--- config.mk ---
export PLATFORM = sky130hd
export DESIGN_NAME = i2s_tx_channel
export DESIGN_NICKNAME = d
export VERILOG_FILES = /design/src/rtl/i2s_tx_pkg.sv /design/src/rtl/i2s_tx_fifo.sv /design/src/rtl/i2s_tx_clk.sv /design/src/rtl/i2s_tx_ser.sv /design/src/rtl/i2s_tx_channel.sv
export SDC_FILE = /design/constraint.sdc
export NUM_CORES = 1
export LEC_CHECK = 0
export BUFFER_PORTS_ARGS = -buffer_cell sky130_fd_sc_hd__buf_4
export CAP_MARGIN = 20
export CORE_UTILIZATION = 40
export CTS_CLUSTER_DIAMETER = 50
export DETAILED_ROUTE_END_ITERATION = 16
export PLACE_DENSITY = 0.57
export SETUP_SLACK_MARGIN = 0.3
export SLEW_MARGIN = 10
export SYNTH_ARGS = -nofsm -noshare
export SYNTH_HDL_FRONTEND = slang
export SYNTH_SLANG_ARGS = --single-unit
--- constraint.sdc ---
create_clock -name clk -period 5.17 [get_ports clk]
set_clock_uncertainty 0.1 [all_clocks]
set_input_delay 1.551 -clock clk [delete_from_list [all_inputs] [get_ports clk]]
set_output_delay 1.551 -clock clk [all_outputs]
set_load 0.02 [all_outputs]
--- src/rtl/i2s_tx_pkg.sv ---
package i2s_tx_pkg;

    localparam int SAMPLE_W = 32;

    typedef enum logic [1:0] {
        WLEN_8   = 2'd0,
        WLEN_16  = 2'd1,
        WLEN_32  = 2'd2,
        WLEN_32B = 2'd3
    } wlen_e;

    // One bit-clock falling edge, plus the word-select level of the bit period that just ended
    typedef struct packed {
        logic tick;
        logic ws_prev;
    } bit_evt_t;

    function automatic logic [5:0] wlen_bits(input wlen_e w);
        case (w)
            WLEN_8:  return 6'd8;
            WLEN_16: return 6'd16;
            default: return 6'd32;
        endcase
    endfunction

    // Moves the sample in the low bits up to the top, so bit SAMPLE_W-1 is the MSB
    function automatic logic [SAMPLE_W-1:0] left_justify(input logic [SAMPLE_W-1:0] d,
                                                         input wlen_e w);
        case (w)
            WLEN_8:  return {d[7:0], 24'h0};
            WLEN_16: return {d[15:0], 16'h0};
            default: return d;
        endcase
    endfunction

endpackage

--- src/rtl/i2s_tx_fifo.sv ---
module i2s_tx_fifo #(
    parameter int W     = 32,
    parameter int DEPTH = 8
) (
    input  logic                         clk,
    input  logic                         srst,
    input  logic                         wr_en,
    input  logic [W-1:0]                 wr_data,
    input  logic                         rd_en,
    output logic [W-1:0]                 rd_data,
    output logic [$clog2(DEPTH+1)-1:0]   level,
    output logic                         empty
);
    localparam int AW = $clog2(DEPTH);
    localparam int LW = $clog2(DEPTH + 1);

    logic [W-1:0]  mem [DEPTH];
    logic [AW-1:0] wp, rp;
    logic          wr_ok, rd_ok;

    assign empty   = (level == '0);
    assign wr_ok   = wr_en && (level != LW'(DEPTH));
    assign rd_ok   = rd_en && !empty;
    assign rd_data = mem[rp];

    always_ff @(posedge clk) begin
        if (srst) begin
            wp    <= '0;
            rp    <= '0;
            level <= '0;
        end else begin
            if (wr_ok) begin
                mem[wp] <= wr_data;
                wp      <= (wp == AW'(DEPTH - 1)) ? '0 : wp + 1'b1;
            end
            if (rd_ok)
                rp <= (rp == AW'(DEPTH - 1)) ? '0 : rp + 1'b1;
            case ({wr_ok, rd_ok})
                2'b10:   level <= level + 1'b1;
                2'b01:   level <= level - 1'b1;
                default: level <= level;
            endcase
        end
    end

    p_no_overflow_r6: assert property (@(posedge clk) disable iff (srst)
        level <= LW'(DEPTH));

    p_full_drop_r6: assert property (@(posedge clk) disable iff (srst)
        ($past(level) == LW'(DEPTH) && $past(wr_en) && !$past(rd_en) && !$past(srst))
        |-> level == LW'(DEPTH));

endmodule

--- src/rtl/i2s_tx_clk.sv ---
module i2s_tx_clk
    import i2s_tx_pkg::*;
#(
    parameter int DIV_W  = 8,
    parameter int HALF_W = 7
) (
    input  logic              clk,
    input  logic              srst,
    input  logic              master,
    input  logic              stop,
    input  logic [DIV_W-1:0]  div,
    input  logic [HALF_W-1:0] half,
    input  logic              sck_in,
    input  logic              ws_in,
    output bit_evt_t          evt,
    output logic              sck_o,
    output logic              ws_o
);
    // master state
    logic [DIV_W-1:0]  dcnt;
    logic [HALF_W-1:0] hcnt;
    logic              sck_q, ws_q;
    // slave state
    logic [2:0]        sck_s;
    logic [1:0]        ws_s;
    logic              ws_samp;
    logic              m_edge, m_fall, s_rise, s_fall, half_end;

    assign m_edge   = master && !stop && (dcnt == div);
    assign m_fall   = m_edge && sck_q;
    assign s_rise   = sck_s[1] && !sck_s[2];
    assign s_fall   = !sck_s[1] && sck_s[2];
    assign half_end = ({1'b0, hcnt} + 1'b1) >= {1'b0, half};

    always_ff @(posedge clk) begin
        if (srst) begin
            dcnt    <= '0;
            hcnt    <= '0;
            sck_q   <= 1'b0;
            ws_q    <= 1'b1;
            sck_s   <= '0;
            ws_s    <= 2'b11;
            ws_samp <= 1'b1;
        end else begin
            sck_s <= {sck_s[1:0], sck_in};
            ws_s  <= {ws_s[0], ws_in};
            if (s_rise)
                ws_samp <= ws_s[1];
            if (master && !stop) begin
                if (m_edge) begin
                    dcnt  <= '0;
                    sck_q <= ~sck_q;
                    if (sck_q) begin
                        if (half_end) begin
                            hcnt <= '0;
                            ws_q <= ~ws_q;
                        end else begin
                            hcnt <= hcnt + 1'b1;
                        end
                    end
                end else begin
                    dcnt <= dcnt + 1'b1;
                end
            end
        end
    end

    assign evt.tick    = master ? m_fall : s_fall;
    assign evt.ws_prev = master ? ws_q : ws_samp;
    assign sck_o       = master && sck_q;
    assign ws_o        = master && ws_q;

    p_ws_on_fall_r1: assert property (@(posedge clk) disable iff (srst)
        ($past(master) && !$past(srst) && !$stable(ws_q)) |-> $fell(sck_q));

    p_stop_freeze_r10: assert property (@(posedge clk) disable iff (srst)
        ($past(master) && $past(stop) && !$past(srst)) |-> ($stable(sck_q) && $stable(ws_q)));

endmodule

--- src/rtl/i2s_tx_ser.sv ---
module i2s_tx_ser
    import i2s_tx_pkg::*;
(
    input  logic                clk,
    input  logic                srst,
    input  bit_evt_t            evt,
    input  wlen_e               wlen,
    input  logic                mono,
    input  logic                mute,
    input  logic                stop,
    input  logic                fifo_empty,
    input  logic [SAMPLE_W-1:0] fifo_data,
    output logic                pop,
    output logic                sd,
    output logic                underrun
);
    logic                ws_hist;
    logic [SAMPLE_W-1:0] shreg, held, word, lj;
    logic [5:0]          remain;
    logic                start, need_word;

    // a word starts one bit period after the word-select level changed
    assign start     = evt.tick && !stop && (evt.ws_prev != ws_hist);
    assign need_word = start && (!mono || !evt.ws_prev);
    assign pop       = need_word && !fifo_empty;
    assign word      = need_word ? (fifo_empty ? '0 : fifo_data) : held;
    assign lj        = left_justify(word, wlen);

    always_ff @(posedge clk) begin
        if (srst) begin
            ws_hist  <= 1'b1;
            shreg    <= '0;
            held     <= '0;
            remain   <= '0;
            sd       <= 1'b0;
            underrun <= 1'b0;
        end else begin
            if (evt.tick)
                ws_hist <= evt.ws_prev;
            if (stop) begin
                shreg  <= '0;
                remain <= '0;
                sd     <= 1'b0;
            end else if (evt.tick) begin
                if (start) begin
                    sd     <= lj[SAMPLE_W-1] && !mute;
                    shreg  <= lj << 1;
                    remain <= wlen_bits(wlen) - 6'd1;
                end else if (remain != '0) begin
                    sd     <= shreg[SAMPLE_W-1] && !mute;
                    shreg  <= shreg << 1;
                    remain <= remain - 6'd1;
                end else begin
                    sd <= 1'b0;
                end
            end else if (mute) begin
                sd <= 1'b0;
            end
            if (need_word)
                held <= word;
            if (need_word && fifo_empty)
                underrun <= 1'b1;
        end
    end

    p_mute_zero_r9: assert property (@(posedge clk) disable iff (srst)
        ($past(mute) && !$past(srst)) |-> !sd);

    p_underrun_sticky_r12: assert property (@(posedge clk) disable iff (srst)
        ($past(underrun) && !$past(srst)) |-> underrun);

    p_stop_silent_r10: assert property (@(posedge clk) disable iff (srst)
        ($past(stop) && !$past(srst)) |-> !sd);

endmodule

--- src/rtl/i2s_tx_channel.sv ---
module i2s_tx_channel
    import i2s_tx_pkg::*;
#(
    parameter int DEPTH  = 8,
    parameter int DIV_W  = 8,
    parameter int HALF_W = 7,
    localparam int LVL_W = $clog2(DEPTH + 1)
) (
    input  logic                clk,
    input  logic                rst,
    input  logic                cfg_master,
    input  logic [1:0]          cfg_width,
    input  logic                cfg_mono,
    input  logic [DIV_W-1:0]    cfg_div,
    input  logic [HALF_W-1:0]   cfg_half,
    input  logic [LVL_W-1:0]    cfg_irq_lvl,
    input  logic [LVL_W-1:0]    cfg_dma_lvl,
    input  logic                cfg_mute,
    input  logic                cfg_stop,
    input  logic                cfg_reset,
    input  logic                wr_en,
    input  logic [SAMPLE_W-1:0] wr_data,
    input  logic                sck_in,
    input  logic                ws_in,
    output logic                sck_out,
    output logic                ws_out,
    output logic                sd_out,
    output logic                irq,
    output logic                dma_req,
    output logic                underrun,
    output logic [LVL_W-1:0]    fifo_level
);
    logic                srst;
    logic                pop, empty;
    logic [SAMPLE_W-1:0] head;
    bit_evt_t            evt;

    assign srst = rst || cfg_reset;

    i2s_tx_fifo #(.W(SAMPLE_W), .DEPTH(DEPTH)) u_fifo (
        .clk     (clk),
        .srst    (srst),
        .wr_en   (wr_en),
        .wr_data (wr_data),
        .rd_en   (pop),
        .rd_data (head),
        .level   (fifo_level),
        .empty   (empty)
    );

    i2s_tx_clk #(.DIV_W(DIV_W), .HALF_W(HALF_W)) u_clk (
        .clk    (clk),
        .srst   (srst),
        .master (cfg_master),
        .stop   (cfg_stop),
        .div    (cfg_div),
        .half   (cfg_half),
        .sck_in (sck_in),
        .ws_in  (ws_in),
        .evt    (evt),
        .sck_o  (sck_out),
        .ws_o   (ws_out)
    );

    i2s_tx_ser u_ser (
        .clk        (clk),
        .srst       (srst),
        .evt        (evt),
        .wlen       (wlen_e'(cfg_width)),
        .mono       (cfg_mono),
        .mute       (cfg_mute),
        .stop       (cfg_stop),
        .fifo_empty (empty),
        .fifo_data  (head),
        .pop        (pop),
        .sd         (sd_out),
        .underrun   (underrun)
    );

    assign irq     = fifo_level < cfg_irq_lvl;
    assign dma_req = fifo_level < cfg_dma_lvl;

    p_reset_clears_r11: assert property (@(posedge clk)
        $past(cfg_reset) |-> (fifo_level == '0 && !underrun));

endmodule

==> reports/results.ini <==
[clock_tree]
numClockSinks=364
clock_path_buffers=3
ctsResizeCount=0
cts_setup_buffers=0
numCtsBuffers=41
cts-root-buf=clkbuf_16
ctsHoldBuffers=0
insertion_delay_ns=0.55
clk_pin_slew_ns=0.06
ctsHtreeMaxLevel=2
cts_tree=yes

[floorplanning]
core-area_um2=36700
rows=70
io_pins=77
die_x_um=195.4
initial_core_util=0.4076
die_y_um=195.4
die_area_um2=38180

[yosys]
async_flop_share=0
synth.cell_area_um2=14960
ys_ff_latch=364
synth.largest_area_cell=edfxtp_1
synth.most_common_cell=edfxtp_1
yosys-top-cells-area=edfxtp_1 51%, dfxtp_1 14%, mux4_2 9.6%, mux2i_1 2.8%, nor2_1 2.3%
synth_edf_count=256
synth_top_area_share=0.5139
syn-num-nets=1096
syn_area_per_cell_um2=14.87
synth_ff_type=edfxtp_1
netlist_instances=1006
synthTopCellsByCount=256 x edfxtp_1, 108 x dfxtp_1, 92 x nor2_1, 69 x nand2_1, 64 x mux4_2
ys_seq_area_frac=0.6584
yosysUniqueCellTypes=63
yosysWarnings=0

[global_route]
grt_pass1_vias=8738
grt_max_degree=45
grt_pass1_wl_mm=51.98
track_usage=0.1785
antenna_found_initial=0
overflow=0

[outcome]
outcome=complete, no violations

[sta]
finalHoldViolations=0
report.final.setup_viol=0
finalSetupTns_ns=0
rsz0062_at_grt=no
min_period_ns=4.221
fmax_mhz=236.9
slew_viol_final=0
relSlewSlack=0.2873
tightest_slew_ns=1.069
finalCritPeriodShare=0.8164

[detailed_routing]
drtIter0Drc=624
drt-wirelength-per-cell_um=21.07
drc=0
ant_nets=0
wirelength_mm=33.67
drt-vias-per-instance=5.462
via_count=8728
drt-pass1-iter-count=5

[worst_setup_path]
critPathLaunchType=primary input
cp.arrival_ns=2.57
worstSetupPathType=in2out
path_max_fanout=1
cp-end-kind=primary output
rr_worst_depth=6
cp.required_ns=3.52

[job]
drv_cap=0

[finish]
nNetsFinal=1188
final_layout_size_suffix_gt1_frac=0.2336
fin_cells=1598
antenna_cells=0
syn2layout_area_growth_pct=17.21

[power]
p_leak_nw=5.949
powerDensity_nw_per_um2=351.0
ir_drop_v=0.0001921

[worst_hold_path]
hold_class=reg2reg
worstHoldPathCells=1

[placement]
dp.cells=1523
io_buffer_count=76
dp_hpwl_mm=20.89
gp_routability_congestion=0.8444

## per-layer routing
metal	routed length [um]	GRT usage	vias to the layer above
met2	16380	0.2955	204
li1	-	-	4065
met5	0	0	-
met3	1583	0.02988	47
met1	15110	0.2447	4412
met4	599	0.04549	0
## layout by cell type, fill, tap and decap left out, types with 7 or more instances in the layout
cell       Yosys  final
edfxtp_1     256    256
dfxtp_1      108    105
buf_4          8     96
nor2_1        92     85
nand2_1       69     69
mux4_2        64     64
mux2i_1       42     42
clkbuf_16      0     41
a21oi_1       35     35
o21ai_0       26     26
nor3_1        26     24
ha_1          23     23
and2_1        21     21
or3_1         16     16
inv_1         15     15
a222oi_1      14     14
xnor2_1       14     14
clkbuf_1      27     12
mux2_2        11     11
a221oi_1      10     10
nand2b_1      10     10
nand4_1       10     10
xor2_1        10     10
nand3_1        8      8
o2bb2ai_1      7      7
## power by group
part           internal [mW]  switching (mW)
Sequential              3.13         0.00553
Clock                   1.70            1.16
Combinational         0.0640          0.0938
Total                   4.89            1.26
## area by class of cell
type,count,area (um2)
fillers,3183,19160
flip-flops and latches,364,9856
multi-input cells,574,4865
clock buffers,55,1090
repair buffers,102,840.8
well taps,468,585.6
clock inverters,20,241.5
inverters,15,56.30
## path summary, 6_finish.rpt
| check | from | endpoint | slack, ns |
|---|---|---|---|
| worst max-delay path | cfg_dma_lvl[1] | dma_req | 0.95 |
| worst min-delay path | u_clk.ws_s[0] | u_clk.ws_s[1] | 0.33 |
| worst min register to register | u_clk.ws_s[0] | u_clk.ws_s[1] | 0.33 |
| worst max register to register | flop | u_ser.shreg[12] | 2.15 |
## worst max-delay path: stages
cell     delay, ns
buf_4         0.08
inv_1         0.03
ha_1          0.28
a21o_1        0.15
a21o_1        0.17
a21oi_1       0.14
buf_4         0.16
## sequential cells by signal, indices dropped and copies added (netlist names), 2 cells and up, named ones only
| name | flops |
|---|---|
| u_ser.held | 32 |
| u_ser.remain | 6 |
| u_clk.sck_s | 3 |
| u_clk.dcnt | 8 |
| u_ser.shreg | 31 |
| u_clk.hcnt | 7 |
| u_fifo.rp | 3 |
| u_fifo.mem | 256 |
| u_fifo.level | 4 |
| u_clk.ws_s | 2 |
| u_fifo.wp | 3 |
## cells by family (layout without fill, tap and decap cells)
family | Yosys count | after routing | share of synthesized area
compound gates | 137 | 137 | 0.06624
buf+inv | 68 | 192 | 0.02108
xor+xnor | 24 | 24 | 0.01405
simple gates | 272 | 272 | 0.08749
flops | 364 | 364 | 0.6584
mux | 118 | 118 | 0.1335
fa+ha+maj | 23 | 23 | 0.01924
## through the flow
step | hold slack [ns] | utilization | power [mW] | area, um2 | worst slack, ns
final | 0.3295 | 0.4778 | 6.154 | 17530 | 0.9492
after global routing | 0.3351 | 0.4778 | 6.339 | 17530 | 0.8826
after CTS | 0.3223 | 0.4778 | 6.214 | 17530 | 0.9395
after detailed placement | 0.3030 | 0.4415 | 3.355 | 16200 | 0.9447
after global placement | 0.3082 | 0.4415 | 3.352 | 16200 | 0.9494
after floorplan | 0.2844 | - | 3.261 | 14970 | 0.9072
(Power assumes the default switching activity.)
